--- src/rtl/drs_pkg.sv ---
// Package: shared types for the display memory I2C slave.
// Assumes a byte-wide bus protocol and at most 256 memory locations.
package drs_pkg;
    localparam int BYTE_W = 8;

    // Bus-level state of the slave.
    typedef enum logic [2:0] {
        ST_IDLE,
        ST_RX,
        ST_RX_ACK,
        ST_TX,
        ST_TX_ACK
    } bus_state_t;

    // Meaning of the byte being received in the current transaction.
    typedef enum logic [1:0] {
        BK_ADDR,
        BK_CMD,
        BK_REG,
        BK_DATA
    } byte_kind_t;
endpackage

--- src/rtl/drs_line_sync.sv ---
// Module: brings SCL and SDA into the clock domain and finds START/STOP.
// Assumes the system clock samples each SCL phase several times.
// Both lines reset to 1, which is the idle bus level.
module drs_line_sync #(
    parameter int STAGES = 2
) (
    input  logic clk,
    input  logic rst_n,
    input  logic scl_i,
    input  logic sda_i,
    output logic scl_s,
    output logic scl_d,
    output logic sda_s,
    output logic start_det,
    output logic stop_det
);
    logic [STAGES-1:0] scl_pipe;
    logic [STAGES-1:0] sda_pipe;
    logic              sda_d;

    // Synchronizer chains and one-cycle history of both lines.
    always_ff @(posedge clk) begin
        if (!rst_n) begin
            scl_pipe <= '1;
            sda_pipe <= '1;
            scl_d    <= 1'b1;
            sda_d    <= 1'b1;
        end else begin
            scl_pipe <= {scl_pipe[STAGES-2:0], scl_i};
            sda_pipe <= {sda_pipe[STAGES-2:0], sda_i};
            scl_d    <= scl_s;
            sda_d    <= sda_s;
        end
    end

    assign scl_s = scl_pipe[STAGES-1];
    assign sda_s = sda_pipe[STAGES-1];

    // An SDA edge while SCL stays high marks START (falling) or STOP (rising).
    always_comb begin
        start_det = scl_s && scl_d && sda_d && !sda_s;
        stop_det  = scl_s && scl_d && !sda_d && sda_s;
    end
endmodule

--- src/rtl/drs_ptr.sv ---
// Module: display memory address pointer with duty-dependent wrap.
// A load above the active last location gives zero; a step from the
// last location (or beyond) gives zero. Assumes AW <= 8.
module drs_ptr #(
    parameter int AW         = 4,
    parameter int SHORT_LAST = 9,
    parameter int LONG_LAST  = 15
) (
    input  logic          clk,
    input  logic          rst_n,
    input  logic          duty_mode,
    input  logic          load_en,
    input  logic [7:0]    load_val,
    input  logic          step_en,
    output logic [AW-1:0] ptr
);
    localparam logic [7:0]    SHORT_W = 8'(SHORT_LAST);
    localparam logic [7:0]    LONG_W  = 8'(LONG_LAST);
    localparam logic [AW-1:0] ONE     = {{(AW-1){1'b0}}, 1'b1};

    logic [7:0] last_w;
    logic [7:0] ptr_w;

    // Active last location and the pointer widened for comparison.
    always_comb begin
        last_w = duty_mode ? LONG_W : SHORT_W;
        ptr_w  = {{(8-AW){1'b0}}, ptr};
    end

    // Pointer update: load has priority over step.
    always_ff @(posedge clk) begin
        if (!rst_n) begin
            ptr <= '0;
        end else if (load_en) begin
            ptr <= (load_val > last_w) ? '0 : load_val[AW-1:0];
        end else if (step_en) begin
            ptr <= (ptr_w >= last_w) ? '0 : ptr + ONE;
        end
    end
endmodule

--- src/rtl/drs_ram.sv ---
// Module: small display memory, one register per word, reset to zero.
// One write port and one asynchronous read port.
module drs_ram #(
    parameter int DEPTH = 16,
    parameter int W     = 8,
    localparam int AW   = $clog2(DEPTH)
) (
    input  logic          clk,
    input  logic          rst_n,
    input  logic          we,
    input  logic [AW-1:0] waddr,
    input  logic [W-1:0]  wdata,
    input  logic [AW-1:0] raddr,
    output logic [W-1:0]  rdata
);
    logic [W-1:0] mem [DEPTH];

    for (genvar g = 0; g < DEPTH; g++) begin : g_word
        // Word g: cleared by reset, written when addressed.
        always_ff @(posedge clk) begin
            if (!rst_n) begin
                mem[g] <= '0;
            end else if (we && (waddr == AW'(g))) begin
                mem[g] <= wdata;
            end
        end
    end

    assign rdata = mem[raddr];
endmodule

--- src/rtl/dram_i2c_slave.sv ---
// Module: I2C slave port for the display memory.
// Receives address, command, register address and write data bytes.
// Sends memory bytes MSB first on reads. Only ever pulls SDA low.
// Assumes clk runs at least ~10x the SCL rate and no clock stretching.
module dram_i2c_slave #(
    parameter logic [6:0] DEV_ADDR    = 7'h38,
    parameter int         DEPTH       = 16,
    parameter int         SHORT_LAST  = 9,
    parameter int         SYNC_STAGES = 2
) (
    input  logic       clk,
    input  logic       rst_n,
    input  logic       scl_i,
    input  logic       sda_i,
    input  logic       duty_mode,
    output logic       sda_pull,
    output logic [7:0] cmd_q
);
    import drs_pkg::*;

    localparam int AW        = $clog2(DEPTH);
    localparam int LONG_LAST = DEPTH - 1;

    logic scl_s, scl_d, sda_s, start_det, stop_det;
    logic scl_rise, scl_fall;

    bus_state_t        state;
    byte_kind_t        kind;
    logic [3:0]        bit_cnt;
    logic [BYTE_W-1:0] rx_sr;
    logic [BYTE_W-1:0] tx_sr;
    logic              ack_en;
    logic              is_read;
    logic              master_ack;

    logic              byte_done;
    logic              ptr_load;
    logic              ptr_step;
    logic              ram_we;
    logic [AW-1:0]     ptr;
    logic [BYTE_W-1:0] rd_data;

    drs_line_sync #(.STAGES(SYNC_STAGES)) u_sync (
        .clk       (clk),
        .rst_n     (rst_n),
        .scl_i     (scl_i),
        .sda_i     (sda_i),
        .scl_s     (scl_s),
        .scl_d     (scl_d),
        .sda_s     (sda_s),
        .start_det (start_det),
        .stop_det  (stop_det)
    );

    drs_ptr #(.AW(AW), .SHORT_LAST(SHORT_LAST), .LONG_LAST(LONG_LAST)) u_ptr (
        .clk       (clk),
        .rst_n     (rst_n),
        .duty_mode (duty_mode),
        .load_en   (ptr_load),
        .load_val  (rx_sr),
        .step_en   (ptr_step),
        .ptr       (ptr)
    );

    drs_ram #(.DEPTH(DEPTH), .W(BYTE_W)) u_ram (
        .clk   (clk),
        .rst_n (rst_n),
        .we    (ram_we),
        .waddr (ptr),
        .wdata (rx_sr),
        .raddr (ptr),
        .rdata (rd_data)
    );

    // Clock edges, end-of-byte strobe and pointer/memory controls.
    always_comb begin
        scl_rise  = scl_s && !scl_d;
        scl_fall  = !scl_s && scl_d;
        byte_done = (state == ST_RX) && scl_fall && (bit_cnt == 4'd8)
                    && !start_det && !stop_det;
        ptr_load  = byte_done && (kind == BK_REG);
        ram_we    = byte_done && (kind == BK_DATA);
        ptr_step  = ram_we
                    || ((state == ST_TX_ACK) && scl_rise && !sda_s
                        && !start_det && !stop_det);
    end

    // Bus state machine: receive, acknowledge, transmit, master ACK.
    always_ff @(posedge clk) begin
        if (!rst_n) begin
            state      <= ST_IDLE;
            kind       <= BK_ADDR;
            bit_cnt    <= '0;
            rx_sr      <= '0;
            tx_sr      <= '0;
            ack_en     <= 1'b0;
            is_read    <= 1'b0;
            master_ack <= 1'b0;
            cmd_q      <= '0;
        end else if (start_det) begin
            state   <= ST_RX;
            kind    <= BK_ADDR;
            bit_cnt <= '0;
            ack_en  <= 1'b0;
        end else if (stop_det) begin
            state  <= ST_IDLE;
            ack_en <= 1'b0;
        end else begin
            case (state)
                ST_RX: begin
                    if (scl_rise && (bit_cnt != 4'd8)) begin
                        rx_sr   <= {rx_sr[BYTE_W-2:0], sda_s};
                        bit_cnt <= bit_cnt + 4'd1;
                    end else if (byte_done) begin
                        state <= ST_RX_ACK;
                        if (kind == BK_ADDR) begin
                            ack_en  <= (rx_sr[7:1] == DEV_ADDR);
                            is_read <= rx_sr[0];
                        end else begin
                            ack_en <= 1'b1;
                        end
                        if (kind == BK_CMD) begin
                            cmd_q <= rx_sr;
                        end
                    end
                end
                ST_RX_ACK: begin
                    if (scl_fall) begin
                        ack_en  <= 1'b0;
                        bit_cnt <= '0;
                        if (!ack_en) begin
                            state <= ST_IDLE;
                        end else if ((kind == BK_ADDR) && is_read) begin
                            state <= ST_TX;
                            tx_sr <= rd_data;
                        end else begin
                            state <= ST_RX;
                            case (kind)
                                BK_ADDR: kind <= BK_CMD;
                                BK_CMD:  kind <= BK_REG;
                                default: kind <= BK_DATA;
                            endcase
                        end
                    end
                end
                ST_TX: begin
                    if (scl_fall) begin
                        if (bit_cnt == 4'd7) begin
                            state <= ST_TX_ACK;
                        end else begin
                            tx_sr   <= {tx_sr[BYTE_W-2:0], 1'b0};
                            bit_cnt <= bit_cnt + 4'd1;
                        end
                    end
                end
                ST_TX_ACK: begin
                    if (scl_rise) begin
                        master_ack <= !sda_s;
                    end else if (scl_fall) begin
                        bit_cnt <= '0;
                        if (master_ack) begin
                            state <= ST_TX;
                            tx_sr <= rd_data;
                        end else begin
                            state <= ST_IDLE;
                        end
                    end
                end
                default: state <= ST_IDLE;
            endcase
        end
    end

    // Open-drain drive: ACK slot when accepted, or a zero data bit.
    assign sda_pull = ((state == ST_RX_ACK) && ack_en)
                      || ((state == ST_TX) && !tx_sr[BYTE_W-1]);
endmodule

--- config.mk ---
export PLATFORM = sky130hd
export DESIGN_NAME = dram_i2c_slave
export DESIGN_NICKNAME = d
export VERILOG_FILES = /design/src/rtl/drs_pkg.sv /design/src/rtl/drs_line_sync.sv /design/src/rtl/drs_ptr.sv /design/src/rtl/drs_ram.sv /design/src/rtl/dram_i2c_slave.sv
export SDC_FILE = /design/constraint.sdc
export NUM_CORES = 1
export LEC_CHECK = 0
export BUFFER_PORTS_ARGS = -buffer_cell sky130_fd_sc_hd__buf_2
export CELL_PAD_IN_SITES_DETAIL_PLACEMENT = 0
export CELL_PAD_IN_SITES_GLOBAL_PLACEMENT = 1
export CORE_MARGIN = 3
export CORE_UTILIZATION = 30
export DETAILED_ROUTE_END_ITERATION = 12
export PLACE_DENSITY_LB_ADDON = 0.08
export SLEW_MARGIN = 5
export SYNTH_ARGS = -nofsm -noshare
export SYNTH_HDL_FRONTEND = slang
export SYNTH_SLANG_ARGS = --single-unit
export TNS_END_PERCENT = 5
--- constraint.sdc ---
create_clock -name clk -period 2.21 [get_ports clk]
set_input_delay 0 -clock clk [delete_from_list [all_inputs] [get_ports clk]]
set_output_delay 0 -clock clk [all_outputs]
set_load 0.02 [all_outputs]
# Word level (Yosys, flattened, before mapping)
# Memory sizes are Yosys's and may differ from the RTL's. A register that Yosys moved wholly into a read port is not among the register bits.
# Index checks and enable logic that the tools add are counted.
dict set report word_totals {
  ff_bits 46
  ram_bits 128
  inputBits 5
  out_inout_bits 9
  elab_cells 256
  n_memories 1
}
# memory depth width read_ports rd_ports_with_merged_regs wr line
set mem_list {}
lappend mem_list {u_ram.mem 16 8 1 1 16 drs_ram.sv:16} ;# logic [W-1:0] mem [DEPTH];
dict set report classes {
  addsub 2
  n_lt_le_gt_ge 2
  eq_ne 45
  muxes 106
  bitwise_logic 21
  reduce_logical 64
}
# cell n
set op_table {}
lappend op_table {{2-to-1 mux 8 bit} 24}
lappend op_table {{2-to-1 mux 1 bit} 55}
lappend op_table {{2-to-1 mux 4 bit} 11}
lappend op_table {{logical AND 1 bit} 37}
lappend op_table {{equality test 4 bit, second input constant} 9}
lappend op_table {{!= test 4 bit, second input constant} 8}
lappend op_table {{2-to-1 mux 3 bit} 8}
lappend op_table {{one-hot mux 8 bit (3 select lines)} 1}
lappend op_table {{!= test 2 bit, second input constant} 11}
lappend op_table {{equality test 4 x 3 -> 1 bit, second input constant} 5}
lappend op_table {{AND reduction 6 bit} 3}
lappend op_table {{bitwise OR 1 bit} 16}
lappend op_table {{one-hot mux 4 bit (4 select lines)} 1}
lappend op_table {{AND reduction 7 bit} 2}
lappend op_table {{one-hot mux 3 bit (4 select lines)} 1}
lappend op_table {{AND reduction 4 bit} 3}
lappend op_table {{AND reduction 11 bit} 1}
lappend op_table {{adder 4 x 1 -> 4 bit, second input constant} 2}
lappend op_table {{equality test 4 x 2 -> 1 bit, second input constant} 2}
lappend op_table {{greater-or-equal comparator 4 x 8 -> 1 bit} 1}
lappend op_table {{> comparator 8 bit} 1}
lappend op_table {{equality test 7 x 6 -> 1 bit, second input constant} 1}
lappend op_table {{zero test 1 bit} 7}
lappend op_table {{equality test 3 x 2 -> 1 bit, second input constant} 2}
lappend op_table {{19 further kinds} 28}

# Depth between registers and ports, before layout
dict set report logic_depth {
  ltp_word 12
  ltp_mapped 8
  mapped_depth_nobuf 7
}

# Modules after synthesis
# A second synthesis with hierarchy kept.
dict set report unflattened {
  hier_cells 646
  hier_area_um2 8336.7
}
# module instances cells_each area_per_inst_um2 seq_area_each_um2
set modules_own_cells {}
lappend modules_own_cells {drs_ram 1 381 5945.7 3843.7}
lappend modules_own_cells {dram_i2c_slave 1 211 1883.1 720.7}
lappend modules_own_cells {drs_ptr 1 40 330.3 80.1}
lappend modules_own_cells {drs_line_sync 1 14 177.7 120.1}

# Least setup slack after synthesis
# Ideal clock, no wire load.
dict set report synth_path {
  kind {register to register}
  startpoint {register bit_cnt[0]}
  endpoint {memory u_ram.mem[15][0] (enable)}
  setup_ns 0.384
  arrival_ns 1.980
  required_time_ns 1.826
  setup_slack_ns -0.154
  path_stages_with_launch 7
  path_buffers 0
  synth_period_minus_slack_ns 2.364
  cell_sequence {dfxtp_1 inv_1 ha_1 nand3b_1 nor4_2 nand4_1 o21ai_0}
}
# element line
set synth_rtl {}
lappend synth_rtl {{from (decl)} dram_i2c_slave.sv:29} ;# logic [3:0] bit_cnt;
lappend synth_rtl {{from (signal assigned)} dram_i2c_slave.sv:113} ;# bit_cnt <= bit_cnt + 4'd1;
lappend synth_rtl {{from (signal assigned)} dram_i2c_slave.sv:152} ;# bit_cnt <= bit_cnt + 4'd1;
lappend synth_rtl {{to (decl)} drs_ram.sv:16}

==> impl_results.md <==
* Power per standard cell area at 705 nW/um2
* Main area contributors after synthesis: sky130_fd_sc_hd__edfxtp_1, sky130_fd_sc_hd__dfxtp_1, sky130_fd_sc_hd__and2_1
* Cell area after technology mapping at between 8000 and 9000 um2
* Die Y-Extent at approximately 170 um
* Cell Count Post-Placement at roughly 1100
* Source of the critical timing path: bit_cnt[0]
* Die Wd at 174 um
* Critical path endpoint category: flop
* Max Buffers Root-to-Sink at 2
* Cell count after synthesis at 670
* Transition time at the pin with the least slew margin at approximately 0.66 ns
* List of cells traversed by the critical path: inv_2 -> ha_4 -> nand3b_1 -> nor4_2 -> buf_4 -> nand4_1 -> buf_4 -> o21ai_4 -> buf_6
* Capturing element of the worst setup path: u_ram.mem[9][4]
* Clock Root Buffer: sky130_fd_sc_hd__clkbuf_16
* Initial DRC count at 359
* Post-detailed-placement half-perimeter wirelength at 16000 um
* Combined buffer and inverter count along the critical path at 4
* Synthesized area per cell at 12.6 um2
* Total Power Consumption at 7200 uW
* Kind of start point of the critical path: flop
* Endpoints failing hold at 0
* Commonest cells in the netlist: sky130_fd_sc_hd__and2_1, sky130_fd_sc_hd__edfxtp_1, sky130_fd_sc_hd__dfxtp_1
* Die area at just over 30000 um2
* CTS tree: done
* Switching power as a share of total power at 0.253
* Relative max-transition margin at 0.559
* Final number of max-transition violations at 0
* Number of buffers added on ports at 13
* Clock sinks at ~180
* Static leakage at ~0.0037 uW
* Cell count of the worst reg-to-reg path at 9
* Remaining global-route overflow at 0
* Initial antenna violation count at 0
* Endpoint of the lowest-slack register-to-register path: u_ram.mem[9][4]
* Net switching power at 1820 uW
* Final period util at 1.02
* Worst IR drop on VDD at ~0.45 mV
* Drt wl/cell at 20.6 um
* Register clock-pin slew on the reported worst setup and hold paths at 0.09 ns
* Number of core rows at 60
* Crit. path cell count at 9
* H-tree lvl count at 4
* Share of power burned in combinational logic at 0.035
* Synthesized netlist net count at between 600 and 700
* Outcome: finished with violations
* Starting density of the core at 0.310
* Clock network fraction of design power at 0.448
* Setup repair after global routing missed its margin: yes
* Design internal power at 5380 uW
* Final worst clock skew at 0.0197 ns
* Floorplan core area at between 20000 and 30000 um2
* Critical R2R Launch: bit_cnt[0]
* Critical path fanouts, max at 7
* Detailed-route wire length at about 23000 um
* Arrival time of data at the critical path endpoint at 2.42 ns
* ANT nets after route at 0
* Register-to-register setup slack at -0.04 ns
* Warnings from Yosys at 0
* Slowest stage cell, crit path: sky130_fd_sc_hd__dfxtp_2
* Antenna Diode Count at 0
* Maximum single-stage delay on the critical path at between 0.3 and 0.4 ns
* Most frequently used cell type in the post-synthesis netlist: sky130_fd_sc_hd__and2_1
* Fraction of layout instances using a drive strength above 1 at 0.230
* Count of final setup violators at 31
* Pin count of the biggest net entering global routing at 38
* Violated checks: negative setup slack
* Number of top-level design ports at 14
* Remaining routing DRC violations at 0
* Overall track demand over capacity in global routing at 0.155
* Final Critical Period at approximately 2.3 ns
* Type of the tightest min-delay check: input pin to flop
* Number of synthesized register bits at roughly 180
* Post-Layout Cell Count at about 1100
* Placer congestion estimate at between 0.7 and 0.8
* Final layout net count at 750
* CP top delay family: simple AND/OR/NAND/NOR gates
* Seq/Total Area, Yosys at 0.572
* Prevailing post-synth register cell: sky130_fd_sc_hd__edfxtp_1
* Class of the most critical setup path: flop to flop
* Skew-Pair Late Insertion Delay at 0.44 ns
* Vias per std cell at around 4.9
* Cell variety after synth at 63
* Number of buffers added by the clock tree synthesis step at 17
* Crit path top cell by count: sky130_fd_sc_hd__buf_4
* Total via count in the routed design at around 5500
* Maximum Capacitance Violations at 0
* Number of global-route vias before repair at between 5000 and 6000
* Global-route wire length before repair at roughly 35000 um
* Required time reported for the critical path endpoint at between 2 and 2.5 ns
* Max Fclk at about 440 MHz
* Async SR Flop Fraction at 0
* Sequential group share of total power at 0.518
* Yosys top cell by area: sky130_fd_sc_hd__edfxtp_1
* Accumulated negative setup slack at -0.896 ns
* Share of the synthesized area in the top cell type at 0.454
* Number of enable-type register cells in the synthesized netlist at 128
* Area growth, synth to finish at 20.5%
* Post-route setup slack at -0.0447 ns
* First-pass DRT Iterations at 5
## stage by stage
step           setup slack [ns]  utilization  cell area (um2)  hold slack [ns]
2_1_floorplan            -0.154            -             8470            0.101
3_3_place_gp             -0.158        0.344             9410            0.184
3_5_place_dp             -0.117        0.344             9410            0.184
4_1_cts                 -0.0729        0.369            10100           0.0166
5_1_grt                  -0.135        0.374            10200           0.0601
6_report                -0.0447        0.374            10200           0.0464
## worst min-delay path by stage
| stage | startpoint | to | slack, ns | cells after the start |
|---|---|---|---|---|
| global route | rst_n | u_sync.scl_pipe[0] | 0.06 | 3 |
| floorplan | scl_i | u_sync.scl_pipe[0] | 0.10 | 1 |
| CTS | rst_n | u_sync.sda_d | 0.02 | 3 |
| detailed placement | sda_i | u_sync.sda_pipe[0] | 0.18 | 2 |
| finish | rst_n | master_ack | 0.05 | 3 |
| global placement | sda_i | u_sync.sda_pipe[0] | 0.18 | 2 |
## state kept, by name, summed over array words and instances (netlist names), 2 cells and up, named ones only
signal and flops:
u_ram.mem 128, tx_sr 8, u_sync.sda_pipe 2, cmd_q 8, u_ptr.ptr 4, kind 2, rx_sr 8, u_sync.scl_pipe 2
bit_cnt 4, state 3
## what timing repair did
| item | in CTS | in global routing |
|---|---|---|
| hold buffers | 2 | 0 |
| setup buffers | 0 | 1 |
| gates resized for setup | 2 | 45 |
| endpoints found under the hold margin | 2 | 0 |
| pin swaps | 1 | 4 |
| endpoints found under the setup margin | 38 | 129 |
## cell type report
cell class,count,area [um2]
clock buffers,17,425
clock inverters,15,216
fillers,2700,17100
inverters,9,33.8
multi-input cells,438,3470
flip-flops and latches,178,4850
well taps,372,465
repair buffers,91,751
## layout by cell type, fill, tap and decap left out, types with 4 or more instances in the layout
master	count
sky130_fd_sc_hd__or2_2	4
sky130_fd_sc_hd__nand3_1	8
sky130_fd_sc_hd__buf_2	13
sky130_fd_sc_hd__buf_4	60
sky130_fd_sc_hd__a32o_1	6
sky130_fd_sc_hd__o21ai_0	17
sky130_fd_sc_hd__mux2_2	7
sky130_fd_sc_hd__and2_1	129
sky130_fd_sc_hd__o21ai_2	6
sky130_fd_sc_hd__clkbuf_16	17
sky130_fd_sc_hd__dfxtp_1	47
sky130_fd_sc_hd__a21oi_1	17
sky130_fd_sc_hd__nor2_1	40
sky130_fd_sc_hd__edfxtp_1	128
sky130_fd_sc_hd__buf_6	12
sky130_fd_sc_hd__mux2i_1	31
sky130_fd_sc_hd__mux4_1	17
sky130_fd_sc_hd__ha_1	9
sky130_fd_sc_hd__buf_12	4
sky130_fd_sc_hd__inv_12	4
sky130_fd_sc_hd__nand2_1	22
sky130_fd_sc_hd__mux4_2	10
sky130_fd_sc_hd__a221oi_1	9
sky130_fd_sc_hd__o21ai_1	6
sky130_fd_sc_hd__or3_1	4
sky130_fd_sc_hd__nor2_2	4
sky130_fd_sc_hd__clkinv_8	7
sky130_fd_sc_hd__inv_1	6
sky130_fd_sc_hd__nand2b_1	20
sky130_fd_sc_hd__nor3_1	9
## kinds of logic (layout without fill, tap and decap cells)
kind of cell / count (synthesis) / in the layout / share of synthesized area
AOI/OAI and AO/OA: 88 / 88 / 0.0703
xor gates and xnor gates: 5 / 5 / 0.00517
adders and majority gates: 10 / 10 / 0.0148
buffers and inverters: 54 / 132 / 0.0282
DFF: 178 / 178 / 0.572
muxes: 65 / 65 / 0.125
and+or+nand+nor: 270 / 270 / 0.184
## power groups by stage
stage	Combinational (uW)	Clock (uW)	Sequential [uW]
after floorplan	136	0	3780
after global placement	237	0	3800
after detailed placement	240	0	3800
after CTS	244	3300	3730
after global routing	272	3430	3740
final	249	3220	3730
## tightest hold or removal path, stage by stage
cell	delay, ns
sky130_fd_sc_hd__buf_2	0.11
sky130_fd_sc_hd__clkinv_1	0.25
sky130_fd_sc_hd__nor2_1	0.08
## layer usage
layer,track usage,share of wire,vias to the layer above,wire (um)
met2,0.248,0.48,86,11100
li1,-,-,2597,-
met4,0.0496,0.025,0,574
met5,0,0,-,0
met3,0.0238,0.024,34,562
met1,0.218,0.47,2740,10900
Note: power is estimated with default switching activity, not from simulation.
